<file path="src/rtl/qpos_pkg.sv">
package qpos_pkg;

  // Decoded result of comparing two successive filtered phase samples.
  typedef enum logic [1:0] {
    MV_HOLD = 2'd0,
    MV_UP   = 2'd1,
    MV_DOWN = 2'd2,
    MV_BAD  = 2'd3
  } move_e;

  // Position of a {A,B} pair along the forward sequence 00,01,11,10.
  function automatic logic [1:0] phase_rank(input logic [1:0] ab);
    case (ab)
      2'b00:   return 2'd0;
      2'b01:   return 2'd1;
      2'b11:   return 2'd2;
      default: return 2'd3;
    endcase
  endfunction

  function automatic move_e classify_move(input logic [1:0] prev_ab,
                                          input logic [1:0] cur_ab);
    logic [1:0] delta;
    delta = phase_rank(cur_ab) - phase_rank(prev_ab);
    case (delta)
      2'd0:    return MV_HOLD;
      2'd1:    return MV_UP;
      2'd3:    return MV_DOWN;
      default: return MV_BAD;
    endcase
  endfunction

endpackage

</file>
<file path="src/rtl/qpos_input_filter.sv">
module qpos_input_filter #(
  parameter int SYNC_STAGES = 2,
  parameter int HOLD        = 3
) (
  input  logic clk,
  input  logic rst_n,
  input  logic raw,
  input  logic filt_on,
  input  logic tick,
  output logic clean
);

  localparam int CNT_W = (HOLD > 1) ? $clog2(HOLD + 1) : 1;

  logic [SYNC_STAGES-1:0] sync_q;
  logic                   synced;
  logic [CNT_W-1:0]       agree_cnt;
  logic                   accept;

  always_ff @(posedge clk or negedge rst_n) begin
    if (!rst_n) sync_q <= '0;
    else        sync_q <= {sync_q[SYNC_STAGES-2:0], raw};
  end

  assign synced = sync_q[SYNC_STAGES-1];

  // A new level is taken on the HOLD-th consecutive tick that sees it.
  assign accept = filt_on && tick && (synced != clean) &&
                  (agree_cnt == CNT_W'(HOLD - 1));

  always_ff @(posedge clk or negedge rst_n) begin
    if (!rst_n) begin
      clean     <= 1'b0;
      agree_cnt <= '0;
    end else if (!filt_on) begin
      clean     <= synced;
      agree_cnt <= '0;
    end else if (tick) begin
      if (synced == clean) begin
        agree_cnt <= '0;
      end else if (accept) begin
        clean     <= synced;
        agree_cnt <= '0;
      end else begin
        agree_cnt <= agree_cnt + CNT_W'(1);
      end
    end
  end

  // a filtered line never moves between sample ticks
  a_r8_moves_on_tick_only: assert property (@(posedge clk) disable iff (!rst_n)
    (filt_on && !tick) |=> $stable(clean));

  // a tick that agrees with the output never changes it
  a_r8_agree_holds: assert property (@(posedge clk) disable iff (!rst_n)
    (filt_on && tick && (synced == clean)) |=> $stable(clean));

endmodule

</file>
<file path="src/rtl/qpos_dir_decode.sv">
module qpos_dir_decode
  import qpos_pkg::*;
(
  input  logic       clk,
  input  logic       rst_n,
  input  logic       enable,
  input  logic [1:0] ab,
  output logic       step_up,
  output logic       step_down,
  output logic       step_bad
);

  logic [1:0] prev_ab;
  move_e      mv;

  // The previous sample follows the inputs even while disabled, so that
  // re-enabling never sees a stale pair.
  always_ff @(posedge clk or negedge rst_n) begin
    if (!rst_n) prev_ab <= 2'b00;
    else        prev_ab <= ab;
  end

  assign mv        = classify_move(prev_ab, ab);
  assign step_up   = enable && (mv == MV_UP);
  assign step_down = enable && (mv == MV_DOWN);
  assign step_bad  = enable && (mv == MV_BAD);

  // a counted move changes exactly one phase
  a_r2_single_phase_move: assert property (@(posedge clk) disable iff (!rst_n)
    (step_up || step_down) |-> ($countones(prev_ab ^ ab) == 1));

  // an error event is a change of both phases
  a_r6_bad_is_double: assert property (@(posedge clk) disable iff (!rst_n)
    step_bad |-> ((prev_ab ^ ab) == 2'b11));

endmodule

</file>
<file path="src/rtl/qpos_pos_counter.sv">
module qpos_pos_counter #(
  parameter int POS_W = 16
) (
  input  logic             clk,
  input  logic             rst_n,
  input  logic             enable,
  input  logic             step_up,
  input  logic             step_down,
  input  logic             step_bad,
  input  logic [POS_W-1:0] max_count,
  input  logic             clr_pos,
  input  logic             load_en,
  input  logic [POS_W-1:0] load_val,
  input  logic             clr_err,
  output logic [POS_W-1:0] position,
  output logic             count_err
);

  function automatic logic [POS_W-1:0] wrap_inc(input logic [POS_W-1:0] p,
                                                input logic [POS_W-1:0] lim);
    return (p >= lim) ? '0 : p + POS_W'(1);
  endfunction

  function automatic logic [POS_W-1:0] wrap_dec(input logic [POS_W-1:0] p,
                                                input logic [POS_W-1:0] lim);
    return (p == '0) ? lim : p - POS_W'(1);
  endfunction

  always_ff @(posedge clk or negedge rst_n) begin
    if (!rst_n) begin
      position <= '0;
    end else if (!enable) begin
      if (clr_pos)      position <= '0;
      else if (load_en) position <= load_val;
    end else if (step_up) begin
      position <= wrap_inc(position, max_count);
    end else if (step_down) begin
      position <= wrap_dec(position, max_count);
    end
  end

  always_ff @(posedge clk or negedge rst_n) begin
    if (!rst_n)       count_err <= 1'b0;
    else if (step_bad) count_err <= 1'b1;
    else if (clr_err)  count_err <= 1'b0;
  end

  // forward count at the limit lands on zero
  a_r4_wrap_to_zero: assert property (@(posedge clk) disable iff (!rst_n)
    (step_up && (position == max_count)) |=> (position == '0));

  // backward count from zero lands on the limit
  a_r5_under_to_max: assert property (@(posedge clk) disable iff (!rst_n)
    (step_down && (position == '0)) |=> (position == $past(max_count)));

  // an impossible move leaves the count alone
  a_r6_bad_keeps_count: assert property (@(posedge clk) disable iff (!rst_n)
    step_bad |=> $stable(position));

  // an error raised together with a clear still sets the flag
  a_r7_set_beats_clear: assert property (@(posedge clk) disable iff (!rst_n)
    step_bad |=> count_err);

  // host preset and clear are ignored while counting is on
  a_r10_ignore_host_when_on: assert property (@(posedge clk) disable iff (!rst_n)
    (enable && !step_up && !step_down) |=> $stable(position));

  // clear has priority over load while off
  a_r10_clear_first: assert property (@(posedge clk) disable iff (!rst_n)
    (!enable && clr_pos) |=> (position == '0));

endmodule

</file>
<file path="src/rtl/qpos_counter.sv">
module qpos_counter #(
  parameter int POS_W       = 16,
  parameter int FILT_DIV    = 2,
  parameter int FILT_HOLD   = 3,
  parameter int SYNC_STAGES = 2
) (
  input  logic             clk,
  input  logic             rst_n,
  input  logic             enc_a,
  input  logic             enc_b,
  input  logic             enc_idx,
  input  logic [2:0]       filt_en,
  input  logic             count_en,
  input  logic [POS_W-1:0] max_count,
  input  logic             clr_pos,
  input  logic             load_en,
  input  logic [POS_W-1:0] load_val,
  input  logic             clr_err,
  output logic [POS_W-1:0] position,
  output logic             count_err,
  output logic             idx_clean
);

  localparam int N_LINES = 3;
  localparam int DIV_W   = (FILT_DIV > 1) ? $clog2(FILT_DIV) : 1;

  logic [DIV_W-1:0]   div_cnt;
  logic               filt_tick;
  logic [N_LINES-1:0] raw_in;
  logic [N_LINES-1:0] clean;
  logic               step_up, step_down, step_bad;

  // Shared sample tick for all filters: one pulse every FILT_DIV clocks.
  assign filt_tick = (div_cnt == DIV_W'(FILT_DIV - 1));

  always_ff @(posedge clk or negedge rst_n) begin
    if (!rst_n)         div_cnt <= '0;
    else if (filt_tick) div_cnt <= '0;
    else                div_cnt <= div_cnt + DIV_W'(1);
  end

  assign raw_in = {enc_idx, enc_b, enc_a};

  for (genvar g = 0; g < N_LINES; g++) begin : g_line
    qpos_input_filter #(
      .SYNC_STAGES(SYNC_STAGES),
      .HOLD       (FILT_HOLD)
    ) u_filt (
      .clk    (clk),
      .rst_n  (rst_n),
      .raw    (raw_in[g]),
      .filt_on(filt_en[g]),
      .tick   (filt_tick),
      .clean  (clean[g])
    );
  end

  assign idx_clean = clean[2];

  qpos_dir_decode u_dec (
    .clk      (clk),
    .rst_n    (rst_n),
    .enable   (count_en),
    .ab       ({clean[0], clean[1]}),
    .step_up  (step_up),
    .step_down(step_down),
    .step_bad (step_bad)
  );

  qpos_pos_counter #(.POS_W(POS_W)) u_cnt (
    .clk      (clk),
    .rst_n    (rst_n),
    .enable   (count_en),
    .step_up  (step_up),
    .step_down(step_down),
    .step_bad (step_bad),
    .max_count(max_count),
    .clr_pos  (clr_pos),
    .load_en  (load_en),
    .load_val (load_val),
    .clr_err  (clr_err),
    .position (position),
    .count_err(count_err)
  );

  // with counting off, no decode event reaches the counter
  a_r9_silent_when_off: assert property (@(posedge clk) disable iff (!rst_n)
    (!count_en && !clr_pos && !load_en) |=> $stable(position));

endmodule

</file>
<file path="config.mk">
export PLATFORM = sky130hd
export DESIGN_NAME = qpos_counter
export DESIGN_NICKNAME = d
export VERILOG_FILES = /design/src/rtl/qpos_pkg.sv /design/src/rtl/qpos_input_filter.sv /design/src/rtl/qpos_dir_decode.sv /design/src/rtl/qpos_pos_counter.sv /design/src/rtl/qpos_counter.sv
export SDC_FILE = /design/constraint.sdc
export NUM_CORES = 1
export LEC_CHECK = 0
export BUFFER_PORTS_ARGS = -buffer_cell sky130_fd_sc_hd__buf_2
export CAP_MARGIN = 20
export CORE_MARGIN = 1
export CORE_UTILIZATION = 51
export DETAILED_ROUTE_END_ITERATION = 6
export PLACE_DENSITY = 0.78
export REMOVE_ABC_BUFFERS = 1
export SLEW_MARGIN = 15
export SYNTH_ARGS = -nofsm -noshare
export SYNTH_HDL_FRONTEND = slang
export SYNTH_SLANG_ARGS = --single-unit
</file>
<file path="constraint.sdc">
create_clock -name clk -period 2.14 [get_ports clk]
set_input_delay 0.428 -clock clk [delete_from_list [all_inputs] [get_ports clk]]
set_output_delay 0.428 -clock clk [all_outputs]
set_load 0.02 [all_outputs]
</file>
Word-level counts from Yosys, hierarchy flattened:

Cells that the tools add are included.

* register bits: 35
* input port bits: 44
* word-level logic and storage cells: 108
* output and inout port bits: 18

* $lt $le $gt $ge: 1
* $add $sub $neg: 7
* reduce and logical (&&, ||, !) cells: 22
* mux-type cells: 37
* equal/unequal tests: 28

Operators with widths (count)
* $mux 16: 7
* $mux 2: 12
* $pmux 2 s3: 3
* $add 16x1->16 const B: 1
* $eq 2x2->1 const B: 8
* $ge 16x16->1: 1
* $logic_not 16->1: 1
* $sub 16x1->16 const B: 1
* $mux 1: 15
* $logic_and 1x1->1: 12
* $ne 2x1->1 const B: 6
* $reduce_and 3->1: 3
* $eq 2x1->1 const B: 4
* $add 2x1->2 const B: 3
* $logic_not 2->1: 3
* $ne 2x2->1 const B: 3
* $eq 1x1->1: 3
* $ne 1x1->1: 3
* $ne 3x1->1 const B: 1
* $reduce_bool 3->1: 1
* $reduce_and 2->1: 1
* $reduce_bool 2->1: 1
* $sub 2x2->2: 1
* $add 1x1->1 const B: 1

Depth between registers and ports, before layout:

* depth after elaboration: 10
* depth in mapped cells: 9

Hierarchy:

Synthesis repeated with hierarchy kept, for this count alone.

* cell total of the unflattened synthesis: 359
* area total of the unflattened synthesis: 3054.2 µm²

By module, submodules not included
* qpos_pos_counter: cells an instance 292, area an instance 2217.1 µm², times used 1, sequential area each 425.4 µm²
* qpos_input_filter: cells an instance 16, area an instance 207.7 µm², times used 3, sequential area each 125.1 µm²
* qpos_dir_decode: cells an instance 17, area an instance 185.2 µm², times used 1, sequential area each 50.0 µm²
* qpos_counter: cells an instance 2, area an instance 28.8 µm², times used 1, sequential area each 25.0 µm²

Worst setup path after synthesis:

OpenSTA, ideal clock, no wires.

* path kind: register -> register
* start point: register u_cnt.position[0]
* end point: register u_cnt.position[2]
* path slack: -0.337 ns
* arrival time: 2.388 ns
* stages on the path, launching flop included: 9
* period minus slack after synthesis: 2.477 ns
* setup time: 0.090 ns
* path through: dfrtp_1 inv_1 ha_1 nand2b_1 a2111oi_0 o32ai_1 or3_1 buf_2 o2111ai_1

* word-level cells in the longest chain between the ends: 5
* elaborated cells between the ends (all ways): 9
* classes of those cells: add/sub (2); order compare (1); mux (5); reduce/logical (1)

Ends and longest elaborated chain
* start: declaration: line qpos_pos_counter.sv:15 `output logic [POS_W-1:0] position,`
* start signal: assignment: line qpos_pos_counter.sv:34 `else if (load_en) position <= load_val;`
* start signal: assignment: line qpos_pos_counter.sv:36 `position <= wrap_inc(position, max_count);`
* start signal: assignment: line qpos_pos_counter.sv:38 `position <= wrap_dec(position, max_count);`
* $sub 16x1->16 or $logic_not 16->1 (tied branches): line qpos_pos_counter.sv:26 `return (p == '0) ? lim : p - POS_W'(1);`
* $mux 16: line qpos_pos_counter.sv:26
* $mux 16: line qpos_pos_counter.sv:37 `end else if (step_down) begin`
* $mux 16 *: line qpos_pos_counter.sv:35 `end else if (step_up) begin`
* $mux 16 *: line qpos_pos_counter.sv:32 `end else if (!enable) begin`

Mark *: on every way between the ends. The rest lies on a longest branch, timed or not. The select of a mux whose other input is x is not followed.
A chain may end at the register's enable or synchronous reset.

Final worst setup path:

* start point: register u_cnt.position[10]
* end point: register u_cnt.position[13]

The elaborated chain is that of the path after synthesis.

==> flow_summary.ini <==
[synthesis]
synth_area_leaders = dfrtp_1 (28%), ha_1 (9.6%), xnor2_1 (5.1%)
ys_warn_count = 0
synthFlopType = dfrtp_1
ys_ff_latch = 35
synth.distinct_cells = 63
yosysMostFrequentCell = inv_1
synth_top_area_share_pct = 28.1
syn_area_per_cell_um2 = 8.39
synth_edf_count = 0
synthCells = 371
synth-seq-area-share_pct = 28.1
syn_area_um2 = 3110
yosysTopAreaCell = dfrtp_1
synthTopCellsByCount = inv_1 (36), dfrtp_1 (35), nand2_1 (32), ha_1 (24), a21oi_1 (22)
async_flop_share_pct = 100

[cts]
tritoncts = done
clock_path_buffers = 2
cts_sinks = 35
cts_inserted_buffers = 5
root_buffer = clkbuf_8
cts.clk_slew.worst_paths_ns = 0.08
postCtsHoldBufs = 0
clk_latency_ns = 0.30
h-tree-depth = 2

[pwr]
p_seq_share_pct = 18.7
power_w = 0.00521
vdd_drop_max_mv = 0.706
switching_share_pct = 47.0
power.internal_w = 0.00276
share_comb_of_total_power_pct = 71.7
p_leak_nw = 2.00
p_sw_w = 0.00245
power_frac_clock_pct = 9.6
power_density_nw_per_um2 = 1210

[run_status]
violations = setup timing
status = complete, but fails checks

[timing]
grt_setup_unrepaired = true
hold_viol = 0
fin_crit_ns = 2.31
max_freq_mhz = 432
finalMaxSlewViolations = 0
finalSetupViolCount = 14
whs_ns = 0.227
skew_ns = 0.00730
finalSetupTns_ns = -1.30
max_slew.worst_pin.slew_ns = 0.840
slew_headroom_pct = 44.0
layout_setup_ws_ns = -0.172
period_share_pct = 108

[worst_setup_path]
cpMaxStageDelayCell = or4_4
arrival_ns = 2.49
critPathMaxStageDelay_ns = 0.57
crit_path_frequent_cell = or4_4
required_ns = 2.32
end_kind = flip-flop
criticalPathCategory = reg2reg
crit_fanout = 4
crit_path_start_kind = flip-flop
crit_chain = or4_4 > or4_4 > nor3_1 > a211oi_1 > o41a_1

[global_route]
antenna_found_initial = 0
track_usage_pct = 33.9
grt_pass1_vias = 3389
grt_pass1_wl_um = 16400
overflow = 0
grt_max_degree = 36

[drt]
drc = 0
ant_nets = 0
vias = 3497
drtPass1Iterations = 5
drt-initial-drc-count = 435
wl_per_cell_um = 18.6
viasPerCell = 6.14
wirelength_um = 10600

[placement]
place_congestion = 1.00
dp_hpwl_um = 7710
portBuffers = 61

[floorplan]
die_x_um = 80.1
dieArea_um2 = 6420
ios = 62
core_um2 = 5920
die_h_um = 80.1
fp-row-count = 28
initial_core_util_pct = 52.6

[final_layout]
syn_to_final_growth_pct = 38.8
fillers = 445
drive_above_1_share_pct = 39.4
antenna_cells = 0
fin_nets = 562

[worst_hold_path]
hp-class = in2async

[flow_run]
cap_viol_max_count = 0
==> logic make-up (layout without fill, tap and decap cells) <==
family / after synthesis / in the layout / synth area share, %
buffers and inverters: 61 / 184 / 8.52
flip-flops: 35 / 35 / 28.1
AO/OA/AOI/OAI: 91 / 91 / 21.2
AND/OR/NAND/NOR: 133 / 134 / 24.3
adder cells (fa/ha/maj): 24 / 24 / 9.65
multiplexers: 3 / 3 / 1.04
XOR/XNOR: 24 / 24 / 7.19
==> layout by cell type (no fill, tap or decap), types with 5 or more instances in the layout <==
cell | Yosys | layout
and3_1 | 7 | 7
buf_4 | 1 | 71
xnor2_1 | 18 | 18
a21oi_1 | 22 | 22
nand3_1 | 10 | 10
inv_1 | 36 | 35
nand4_1 | 9 | 9
nor3_1 | 20 | 15
nor3_2 | 3 | 6
buf_6 | 3 | 7
dfrtp_1 | 35 | 34
xor2_1 | 5 | 5
nor2_1 | 10 | 10
nor2b_1 | 5 | 5
nor4_1 | 10 | 9
clkbuf_8 | 0 | 5
o21ai_0 | 9 | 7
buf_2 | 7 | 61
ha_1 | 24 | 20
o221ai_2 | 0 | 6
a211oi_1 | 5 | 5
nand2_1 | 32 | 31
==> worst paths after layout <==
kind | from | endpoint | slack, ns | depth (start not counted)
max reg2reg | u_cnt.position[10] | u_cnt.position[13] | -0.17 | 5
min in group clk | enc_idx | g_line[2].u_filt.sync_q[0] | 0.24 | 1
max in group asynchronous | rst_n | u_cnt.position[11] | 1.34 | 1
min | rst_n | u_cnt.position[8] | 0.23 | 1
max | u_cnt.position[10] | u_cnt.position[13] | -0.17 | 5
min reg2reg | g_line[0].u_filt.sync_q[0] | g_line[0].u_filt.sync_q[1] | 0.35 | 0
==> critical path: cells and delay by family (launching register included) <==
family	cells	cell delay, ns
compound gates	2	0.49
flops	1	0.44
simple gates	3	1.27
==> through the flow <==
| step | utilization (%) | std cells | worst slack [ns] | area, um^2 |
|---|---|---|---|---|
| floorplan | - | 346 | -0.332 | 2980 |
| global placement | 66.5 | 554 | -0.269 | 3940 |
| detailed placement | 66.5 | 554 | -0.315 | 3940 |
| CTS | 70.1 | 568 | -0.144 | 4150 |
| global route | 73.0 | 570 | -0.220 | 4320 |
| finish | 73.0 | 570 | -0.172 | 4320 |
==> per-layer routing <==
| layer | wire length (um) | vias up | track usage (%) |
|---|---|---|---|
| li1 | - | 1609 | - |
| met1 | 4190 | 1630 | 42.2 |
| met2 | 5150 | 217 | 56.9 |
| met3 | 924 | 41 | 6.59 |
| met4 | 326 | 0 | 14.5 |
| met5 | 0 | - | 0 |
==> flip-flops by register name (all words and copies together) (netlist names) <==
signal                   count
div_cnt                      1
g_line.u_filt.agree_cnt      6
g_line.u_filt.clean          3
g_line.u_filt.sync_q         6
u_cnt.count_err              1
u_cnt.position              16
u_dec.prev_ab                2
==> what timing repair did <==
action                                  4_1_cts  5_1_grt
buffers inserted                              5        1
endpoints found under the setup margin       16       16
pin swaps                                     2       13
cloned                                        1        1
hold endpoints to repair                      0        0
resized for setup                            23       27
==> power groups by stage <==
stage | registers (W) | clock network, W | logic, W
finish | 0.000973 | 0.000501 | 0.00373
floorplan | 0.00132 | 0 | 0.00144
CTS | 0.000959 | 0.000499 | 0.00342
global route | 0.000988 | 0.000533 | 0.00399
detailed placement | 0.000970 | 0 | 0.00323
global placement | 0.000960 | 0 | 0.00316
==> area by class of cell <==
class / count / area, um^2 / area share, %
Sequential cell: 35 / 877 / 20.3
Clock inverter: 3 / 20.0 / 0.463
Tap cell: 75 / 93.8 / 2.17
Clock buffer: 5 / 68.8 / 1.59
Inverter: 36 / 135 / 3.13
Multi-Input combinational cell: 276 / 2190 / 50.7
Timing Repair Buffer: 140 / 937 / 21.7
(Power assumes the default switching activity.)
